**src/rtl/trng_seq_pkg.sv**
```systemverilog
package trng_seq_pkg;
  typedef enum logic [2:0] {
    ST_RESET   = 3'd0,
    ST_START   = 3'd1,
    ST_FULLON  = 3'd2,
    ST_FULLOFF = 3'd3,
    ST_RUN     = 3'd4,
    ST_ERROR   = 3'd5
  } seq_state_e;
endpackage

```
**src/rtl/trng_wait_gate.sv**
```systemverilog
// Start-up phase: initial wait counter and sticky pass latches per test.
module trng_wait_gate #(
  parameter int WAIT_W = 16,
  parameter int NTEST  = 2
) (
  input  logic              clk,
  input  logic              rst,
  input  logic              active_i,
  input  logic [WAIT_W-1:0] init_wait_i,
  input  logic [NTEST-1:0]  bypass_i,
  input  logic [NTEST-1:0]  pass_i,
  output logic              test_run_o,
  output logic              done_o
);
  logic [WAIT_W-1:0] wcnt;
  logic [NTEST-1:0]  ok_q;

  always_ff @(posedge clk) begin
    if (rst)                 wcnt <= '0;
    else if (!active_i)      wcnt <= init_wait_i;
    else if (wcnt != '0)     wcnt <= wcnt - 1'b1;
  end

  assign test_run_o = active_i && (wcnt == '0);

  for (genvar g = 0; g < NTEST; g++) begin : g_latch
    always_ff @(posedge clk) begin
      if (rst || !active_i)            ok_q[g] <= 1'b0;
      else if (test_run_o && pass_i[g]) ok_q[g] <= 1'b1;
    end
  end

  assign done_o = &(bypass_i | ok_q);
endmodule

```
**src/rtl/trng_swoff_timer.sv**
```systemverilog
// Counts down the extra run time after the FIFO fills; reloads when not armed.
module trng_swoff_timer #(
  parameter int CNT_W = 16
) (
  input  logic             clk,
  input  logic             rst,
  input  logic             armed_i,
  input  logic [CNT_W-1:0] load_i,
  output logic             expired_o
);
  logic [CNT_W-1:0] cnt;

  always_ff @(posedge clk) begin
    if (rst)             cnt <= '0;
    else if (!armed_i)   cnt <= load_i;
    else if (cnt != '0)  cnt <= cnt - 1'b1;
  end

  assign expired_o = (cnt == '0);
endmodule

```
**src/rtl/trng_full_flag.sv**
```systemverilog
// FIFO-full event flag with write-to-clear and gated interrupt.
module trng_full_flag (
  input  logic clk,
  input  logic rst,
  input  logic clr_i,
  input  logic full_i,
  input  logic wr_clr_i,
  input  logic ien_i,
  output logic flag_o,
  output logic irq_o
);
  logic full_q;
  logic flag_d;

  always_comb begin
    flag_d = flag_o;
    if (clr_i)                flag_d = 1'b0;
    else if (full_i && !full_q) flag_d = 1'b1;
    else if (wr_clr_i)        flag_d = 1'b0;
  end

  always_ff @(posedge clk) begin
    if (rst) begin
      full_q <= 1'b0;
      flag_o <= 1'b0;
      irq_o  <= 1'b0;
    end else begin
      full_q <= full_i;
      flag_o <= flag_d;
      irq_o  <= flag_d & ien_i;
    end
  end
endmodule

```
**src/rtl/trng_seq_ctrl.sv**
```systemverilog
module trng_seq_ctrl
  import trng_seq_pkg::*;
#(
  parameter int FIFO_AW = 6,
  parameter int CNT_W   = 16,
  localparam int LVL_W  = FIFO_AW + 1,
  localparam int BLK_W  = LVL_W - 2
) (
  input  logic             clk,
  input  logic             rst,
  input  logic             enable_i,
  input  logic             soft_rst_i,
  input  logic             force_run_i,
  input  logic             skip_test0_i,
  input  logic             skip_test1_i,
  input  logic             pass_test0_i,
  input  logic             pass_test1_i,
  input  logic             health_fail_i,
  input  logic [LVL_W-1:0] fifo_level_i,
  input  logic             fifo_full_i,
  input  logic [CNT_W-1:0] init_wait_i,
  input  logic [CNT_W-1:0] swoff_val_i,
  input  logic [BLK_W-1:0] restart_blocks_i,
  input  logic             level_wr_i,
  input  logic             full_ien_i,
  output logic             osc_en_o,
  output logic             fifo_wr_en_o,
  output logic             test_run_o,
  output logic             pipe_clr_o,
  output logic [2:0]       state_o,
  output logic             full_flag_o,
  output logic             full_irq_o
);
  seq_state_e st, nxt;
  logic start_done;
  logic swoff_done;
  logic [LVL_W-1:0] thr_words;

  assign thr_words = {restart_blocks_i, 2'b00};

  trng_wait_gate #(.WAIT_W(CNT_W), .NTEST(2)) u_gate (
    .clk        (clk),
    .rst        (rst),
    .active_i   (st == ST_START),
    .init_wait_i(init_wait_i),
    .bypass_i   ({skip_test1_i, skip_test0_i}),
    .pass_i     ({pass_test1_i, pass_test0_i}),
    .test_run_o (test_run_o),
    .done_o     (start_done)
  );

  trng_swoff_timer #(.CNT_W(CNT_W)) u_timer (
    .clk      (clk),
    .rst      (rst),
    .armed_i  (st == ST_FULLON),
    .load_i   (swoff_val_i),
    .expired_o(swoff_done)
  );

  trng_full_flag u_flag (
    .clk     (clk),
    .rst     (rst),
    .clr_i   (soft_rst_i),
    .full_i  (fifo_full_i),
    .wr_clr_i(level_wr_i),
    .ien_i   (full_ien_i),
    .flag_o  (full_flag_o),
    .irq_o   (full_irq_o)
  );

  always_comb begin
    nxt = st;
    if (!enable_i || soft_rst_i) begin
      nxt = ST_RESET;
    end else begin
      case (st)
        ST_RESET:   nxt = ST_START;
        ST_START:   if (health_fail_i) nxt = ST_ERROR;
                    else if (start_done) nxt = ST_RUN;
        ST_RUN:     if (health_fail_i) nxt = ST_ERROR;
                    else if (fifo_full_i && !force_run_i) nxt = ST_FULLON;
        ST_FULLON:  if (!fifo_full_i || force_run_i) nxt = ST_RUN;
                    else if (swoff_done) nxt = ST_FULLOFF;
        ST_FULLOFF: if (force_run_i || (fifo_level_i <= thr_words)) nxt = ST_RUN;
        ST_ERROR:   nxt = ST_ERROR;
        default:    nxt = ST_RESET;
      endcase
    end
  end

  always_ff @(posedge clk) begin
    if (rst) begin
      st           <= ST_RESET;
      osc_en_o     <= 1'b0;
      fifo_wr_en_o <= 1'b0;
      pipe_clr_o   <= 1'b0;
    end else begin
      st           <= nxt;
      osc_en_o     <= (nxt == ST_START) || (nxt == ST_RUN) || (nxt == ST_FULLON);
      fifo_wr_en_o <= (nxt == ST_RUN);
      pipe_clr_o   <= soft_rst_i;
    end
  end

  assign state_o = st;
endmodule

```
**config.mk**
```make
export PLATFORM = sky130hd
export DESIGN_NAME = trng_seq_ctrl
export DESIGN_NICKNAME = d
export VERILOG_FILES = /design/src/rtl/trng_seq_pkg.sv /design/src/rtl/trng_wait_gate.sv /design/src/rtl/trng_swoff_timer.sv /design/src/rtl/trng_full_flag.sv /design/src/rtl/trng_seq_ctrl.sv
export SDC_FILE = /design/constraint.sdc
export NUM_CORES = 1
export LEC_CHECK = 0
export ABC_CLOCK_PERIOD_IN_PS = 2620
export BUFFER_PORTS_ARGS = -buffer_cell sky130_fd_sc_hd__clkbuf_2
export CAP_MARGIN = 20
export CORE_ASPECT_RATIO = 1.75
export CORE_MARGIN = 4
export CORE_UTILIZATION = 25
export CTS_CLUSTER_DIAMETER = 60
export DETAILED_ROUTE_END_ITERATION = 8
export SYNTH_ARGS = -nofsm -noshare
export SYNTH_HDL_FRONTEND = slang
export SYNTH_SLANG_ARGS = --single-unit
```
**constraint.sdc**
```tcl
create_clock -name clk -period 2.62 [get_ports clk]
set_input_delay 0.655 -clock clk [delete_from_list [all_inputs] [get_ports clk]]
set_output_delay 0.655 -clock clk [all_outputs]
set_load 0.03 [all_outputs]
```
==> insert_results.sql <==
INSERT INTO impl_metrics (metric_group, metric, value, unit) VALUES
('status', 'status', 'finished clean', ''),
('die', 'io-pin-count', '66', ''),
('power_and_ir_drop', 'leakage_power_total', '1.28', 'nW'),
('yosys', 'synth.yosys.seq_area_share', '0.364', ''),
('setup_path', 'worst_setup_ep_type', 'output pin', ''),
('drt', 'post_drt_wl_per_cell', '13.3', 'microns'),
('drt', 'drt_pre_antenna_iters', '4', ''),
('clock_tree', 'root_buffer_cell', 'sky130_fd_sc_hd__clkbuf_16', ''),
('power_and_ir_drop', 'power_density_relative_to_cell_area', '557', 'nW/um^2'),
('yosys', 'ys_dominant_reg_cell', 'sky130_fd_sc_hd__dfxtp_1', ''),
('sta', 'fmax', '0.388', 'GHz'),
('setup_path', 'critPathArrivalTime', '1.92', 'ns'),
('setup_path', 'setup_crit_start_kind', 'flip-flop', ''),
('yosys', 'yosys.area.top_type', 'sky130_fd_sc_hd__dfxtp_1', ''),
('yosys', 'synth.cell_area', '2360', 'sq um'),
('yosys', 'synth.yosys.warnings', '0', ''),
('grt', 'grt_first_pass_wirelength', '10.8', 'mm'),
('sta', 'hold_violations', '0', ''),
('setup_path', 'timing.reg2reg.worst_path_depth', '6', ''),
('min_path', 'holdCritPathClass', 'reg -> reg', ''),
('clock_tree', 'clockBufferDepth', '2', ''),
('yosys', 'netlist_top_cells_area', 'sky130_fd_sc_hd__dfxtp_1 (36%), sky130_fd_sc_hd__nor2_1 (6.8%), sky130_fd_sc_hd__a211oi_1 (6.0%), sky130_fd_sc_hd__xnor2_1 (5.9%), sky130_fd_sc_hd__ha_1 (4.2%)', ''),
('placement', 'quantity_of_i_o_buffers_inserted_on_ports', '65', ''),
('placement', 'placedCellCount', '475', ''),
('grt', 'grt.total_usage', '0.125', ''),
('drt', 'routed-via-count', '2322', ''),
('power_and_ir_drop', 'p_int', '1.30', 'mW'),
('drt', 'route.detailed.drc', '0', ''),
('drt', 'met3RoutedLength', '247', 'microns'),
('placement', 'dpl.hpwl', '5.02', 'mm'),
('yosys', 'postSynth.asyncResetShare', '0', ''),
('setup_path', 'timing.rr.end', 'u_timer.cnt[4]', ''),
('die', 'core', '9150', 'sq um'),
('sta', 'final_report_setup_violation_count', '0', ''),
('drt', 'finalWirelength', '6.41', 'mm'),
('power_and_ir_drop', 'share_seq_of_total_power', '0.420', ''),
('yosys', 'synth_top_cell_area_share', '0.364', ''),
('grt', 'number_of_global_route_vias_before_repair', '2519', ''),
('sta', 'finalCriticalPeriod', '2.58', 'ns'),
('layout', 'antenna-diode-count', '0', ''),
('min_path', 'hold-path-cell-count', '2', ''),
('die', 'dieHeight', '137', 'microns'),
('yosys', 'synth_cells', '293', ''),
('grt', 'antenna_found_initial', '0', ''),
('power_and_ir_drop', 'netSwitchingFraction', '0.245', ''),
('layout', 'finish.net_count', '427', ''),
('drt', 'initialDrtViolationCount', '56', ''),
('clock_tree', 'cts.repair_timing.setup_buffer_count', '0', ''),
('yosys', 'post_synth_most_frequent_cells', 'sky130_fd_sc_hd__dfxtp_1 (43), sky130_fd_sc_hd__nor2_1 (43), sky130_fd_sc_hd__a211oi_1 (19), sky130_fd_sc_hd__a21oi_1 (19), sky130_fd_sc_hd__nand2_1 (17)', ''),
('grt', 'largest_net_degree_at_the_start_of_global_routing', '23', ''),
('drt', 'antenna_violating_nets_post_route', '0', ''),
('sta', 'count_of_final_max_slew_check_failures', '0', ''),
('setup_path', 'crit_slowest_cell', 'sky130_fd_sc_hd__or3b_4', ''),
('setup_path', 'rr_startpoint', 'u_timer.cnt[6]', ''),
('power_and_ir_drop', 'share_of_total_power_in_combinational_logic', '0.159', ''),
('drt', 'drt-vias-per-instance', '4.81', ''),
('yosys', 'number_of_register_bits_inferred_by_synthesis', '43', ''),
('yosys', 'synth_nets', '358', ''),
('layout', 'layout.cells.non_filler', '483', ''),
('die', 'fp-row-count', '46', ''),
('power_and_ir_drop', 'finalPower', '1.72', 'mW'),
('power_and_ir_drop', 'peakVddDrop', '0.000212', 'V'),
('grt', 'overflow', '0', ''),
('placement', 'gp_congestion', '0.785', ''),
('drt', 'drt-met1-wl', '2.34', 'mm'),
('die', 'die_width', '81.5', 'microns'),
('die', 'die_area', '11100', 'sq um'),
('setup_path', 'worstPathCellList', 'inv_2, ha_4, or3b_4, nor4_4, and3_1, and2_4, buf_8', ''),
('min_path', 'worstHoldStart', 'u_gate.wcnt[6]', ''),
('sta', 'tightestPinTransition', '0.425', 'ns'),
('setup_path', 'timing.critical_path.required', '1.97', 'ns');
worst max-delay path, delay by kind of cell (launching register included):
| kind | cells | cell delay [ns] |
|---|---|---|
| AND/OR/NAND/NOR | 4 | 0.99 |
| buffers and inverters | 2 | 0.18 |
| adder cells (fa/ha/maj) | 1 | 0.13 |
| flip-flops | 1 | 0.34 |
power groups by stage:
stage               registers [mW]  clock network (mW)  logic [mW]
floorplan                    0.735                   0       0.164
global placement             0.734                   0       0.264
detailed placement           0.736                   0       0.268
CTS                          0.723               0.759       0.275
global route                 0.729               0.785       0.312
finish                       0.725               0.725       0.274
area by class of cell:
| class | count | area, sq um | share of cell area |
|---|---|---|---|
| Inverter | 13 | 48.8 | 0.0158 |
| Clock buffer | 6 | 139 | 0.0449 |
| Multi-Input combinational cell | 221 | 1420 | 0.461 |
| Sequential cell | 43 | 862 | 0.279 |
| Timing Repair Buffer | 78 | 433 | 0.140 |
| Clock inverter | 2 | 35.0 | 0.0113 |
| Tap cell | 120 | 150 | 0.0486 |
how the worst max path moves through the flow:
stage              startpoint    endpoint  slack [ns]  cells after the start
2_1_floorplan  u_gate.wcnt[0]  test_run_o        0.04                      7
3_3_place_gp   u_gate.wcnt[1]  test_run_o        0.08                      7
3_5_place_dp   u_gate.wcnt[1]  test_run_o       0.009                      7
4_1_cts        u_gate.wcnt[1]  test_run_o        0.03                      7
5_1_grt        u_gate.wcnt[1]  test_run_o       -0.05                      7
6_report       u_gate.wcnt[1]  test_run_o        0.04                      7
placed cells by master (no fill, tap or decap), types with 2 or more instances in the layout:
master	n
sky130_fd_sc_hd__nand2_1	17
sky130_fd_sc_hd__ha_1	7
sky130_fd_sc_hd__dfxtp_1	42
sky130_fd_sc_hd__clkbuf_16	5
sky130_fd_sc_hd__o211ai_1	3
sky130_fd_sc_hd__buf_4	13
sky130_fd_sc_hd__xnor2_1	16
sky130_fd_sc_hd__nor2b_1	4
sky130_fd_sc_hd__inv_1	11
sky130_fd_sc_hd__nand2b_1	4
sky130_fd_sc_hd__a21o_1	2
sky130_fd_sc_hd__o22ai_1	2
sky130_fd_sc_hd__or3_1	3
sky130_fd_sc_hd__or4_4	3
sky130_fd_sc_hd__mux2i_1	2
sky130_fd_sc_hd__nand3b_1	3
sky130_fd_sc_hd__a211oi_1	19
sky130_fd_sc_hd__nor3_1	16
sky130_fd_sc_hd__nor4_1	7
sky130_fd_sc_hd__clkbuf_2	64
sky130_fd_sc_hd__a22oi_1	4
sky130_fd_sc_hd__o31ai_1	2
sky130_fd_sc_hd__or4_1	4
sky130_fd_sc_hd__inv_2	2
sky130_fd_sc_hd__or2_2	3
sky130_fd_sc_hd__xor2_1	4
sky130_fd_sc_hd__nor3b_1	3
sky130_fd_sc_hd__a21oi_1	19
sky130_fd_sc_hd__nor2_1	43
sky130_fd_sc_hd__o21ai_0	9
sky130_fd_sc_hd__and2_1	3
routing by layer:
metal	GRT usage	vias to the layer above
li1	-	1185
met4	0.0648	0
met2	0.243	61
met5	0	-
met3	0.0264	12
met1	0.116	1064
through the flow:
step	instance area, sq um	util	setup slack (ns)	hold WS (ns)	TNS (ns)
floorplan	2360	-	0.0423	0.430	0
global placement	2880	0.314	0.0768	0.443	0
detailed placement	2880	0.314	0.00852	0.458	0
CTS	3080	0.336	0.0296	0.467	0
global route	3090	0.338	-0.0520	0.497	-0.0520
finish	3090	0.338	0.0436	0.467	0
sequential cells by signal, summed over array words and instances, names as in the netlist:
signal and flops:
u_gate.ok_q 2, fifo_wr_en_o 1, u_timer.cnt 16, pipe_clr_o 1, state_o 3, u_gate.wcnt 16
u_flag.flag_o 1, u_flag.irq_o 1, osc_en_o 1, u_flag.full_q 1
what timing repair did:
item	in CTS	in global routing
endpoints found under the setup margin	1	1
hold buffers	0	0
gates resized for setup	5	7
pin swaps	2	3
gates cloned	0	0
cell families after synthesis:
| kind of cell | Yosys count | synth area share |
|---|---|---|
| compound gates | 65 | 0.178 |
| xor+xnor | 21 | 0.0810 |
| fa+ha+maj | 8 | 0.0424 |
| buf+inv | 29 | 0.0471 |
| flops | 43 | 0.364 |
| mux | 2 | 0.00847 |
| simple gates | 125 | 0.278 |
(Power assumes the default switching activity.)
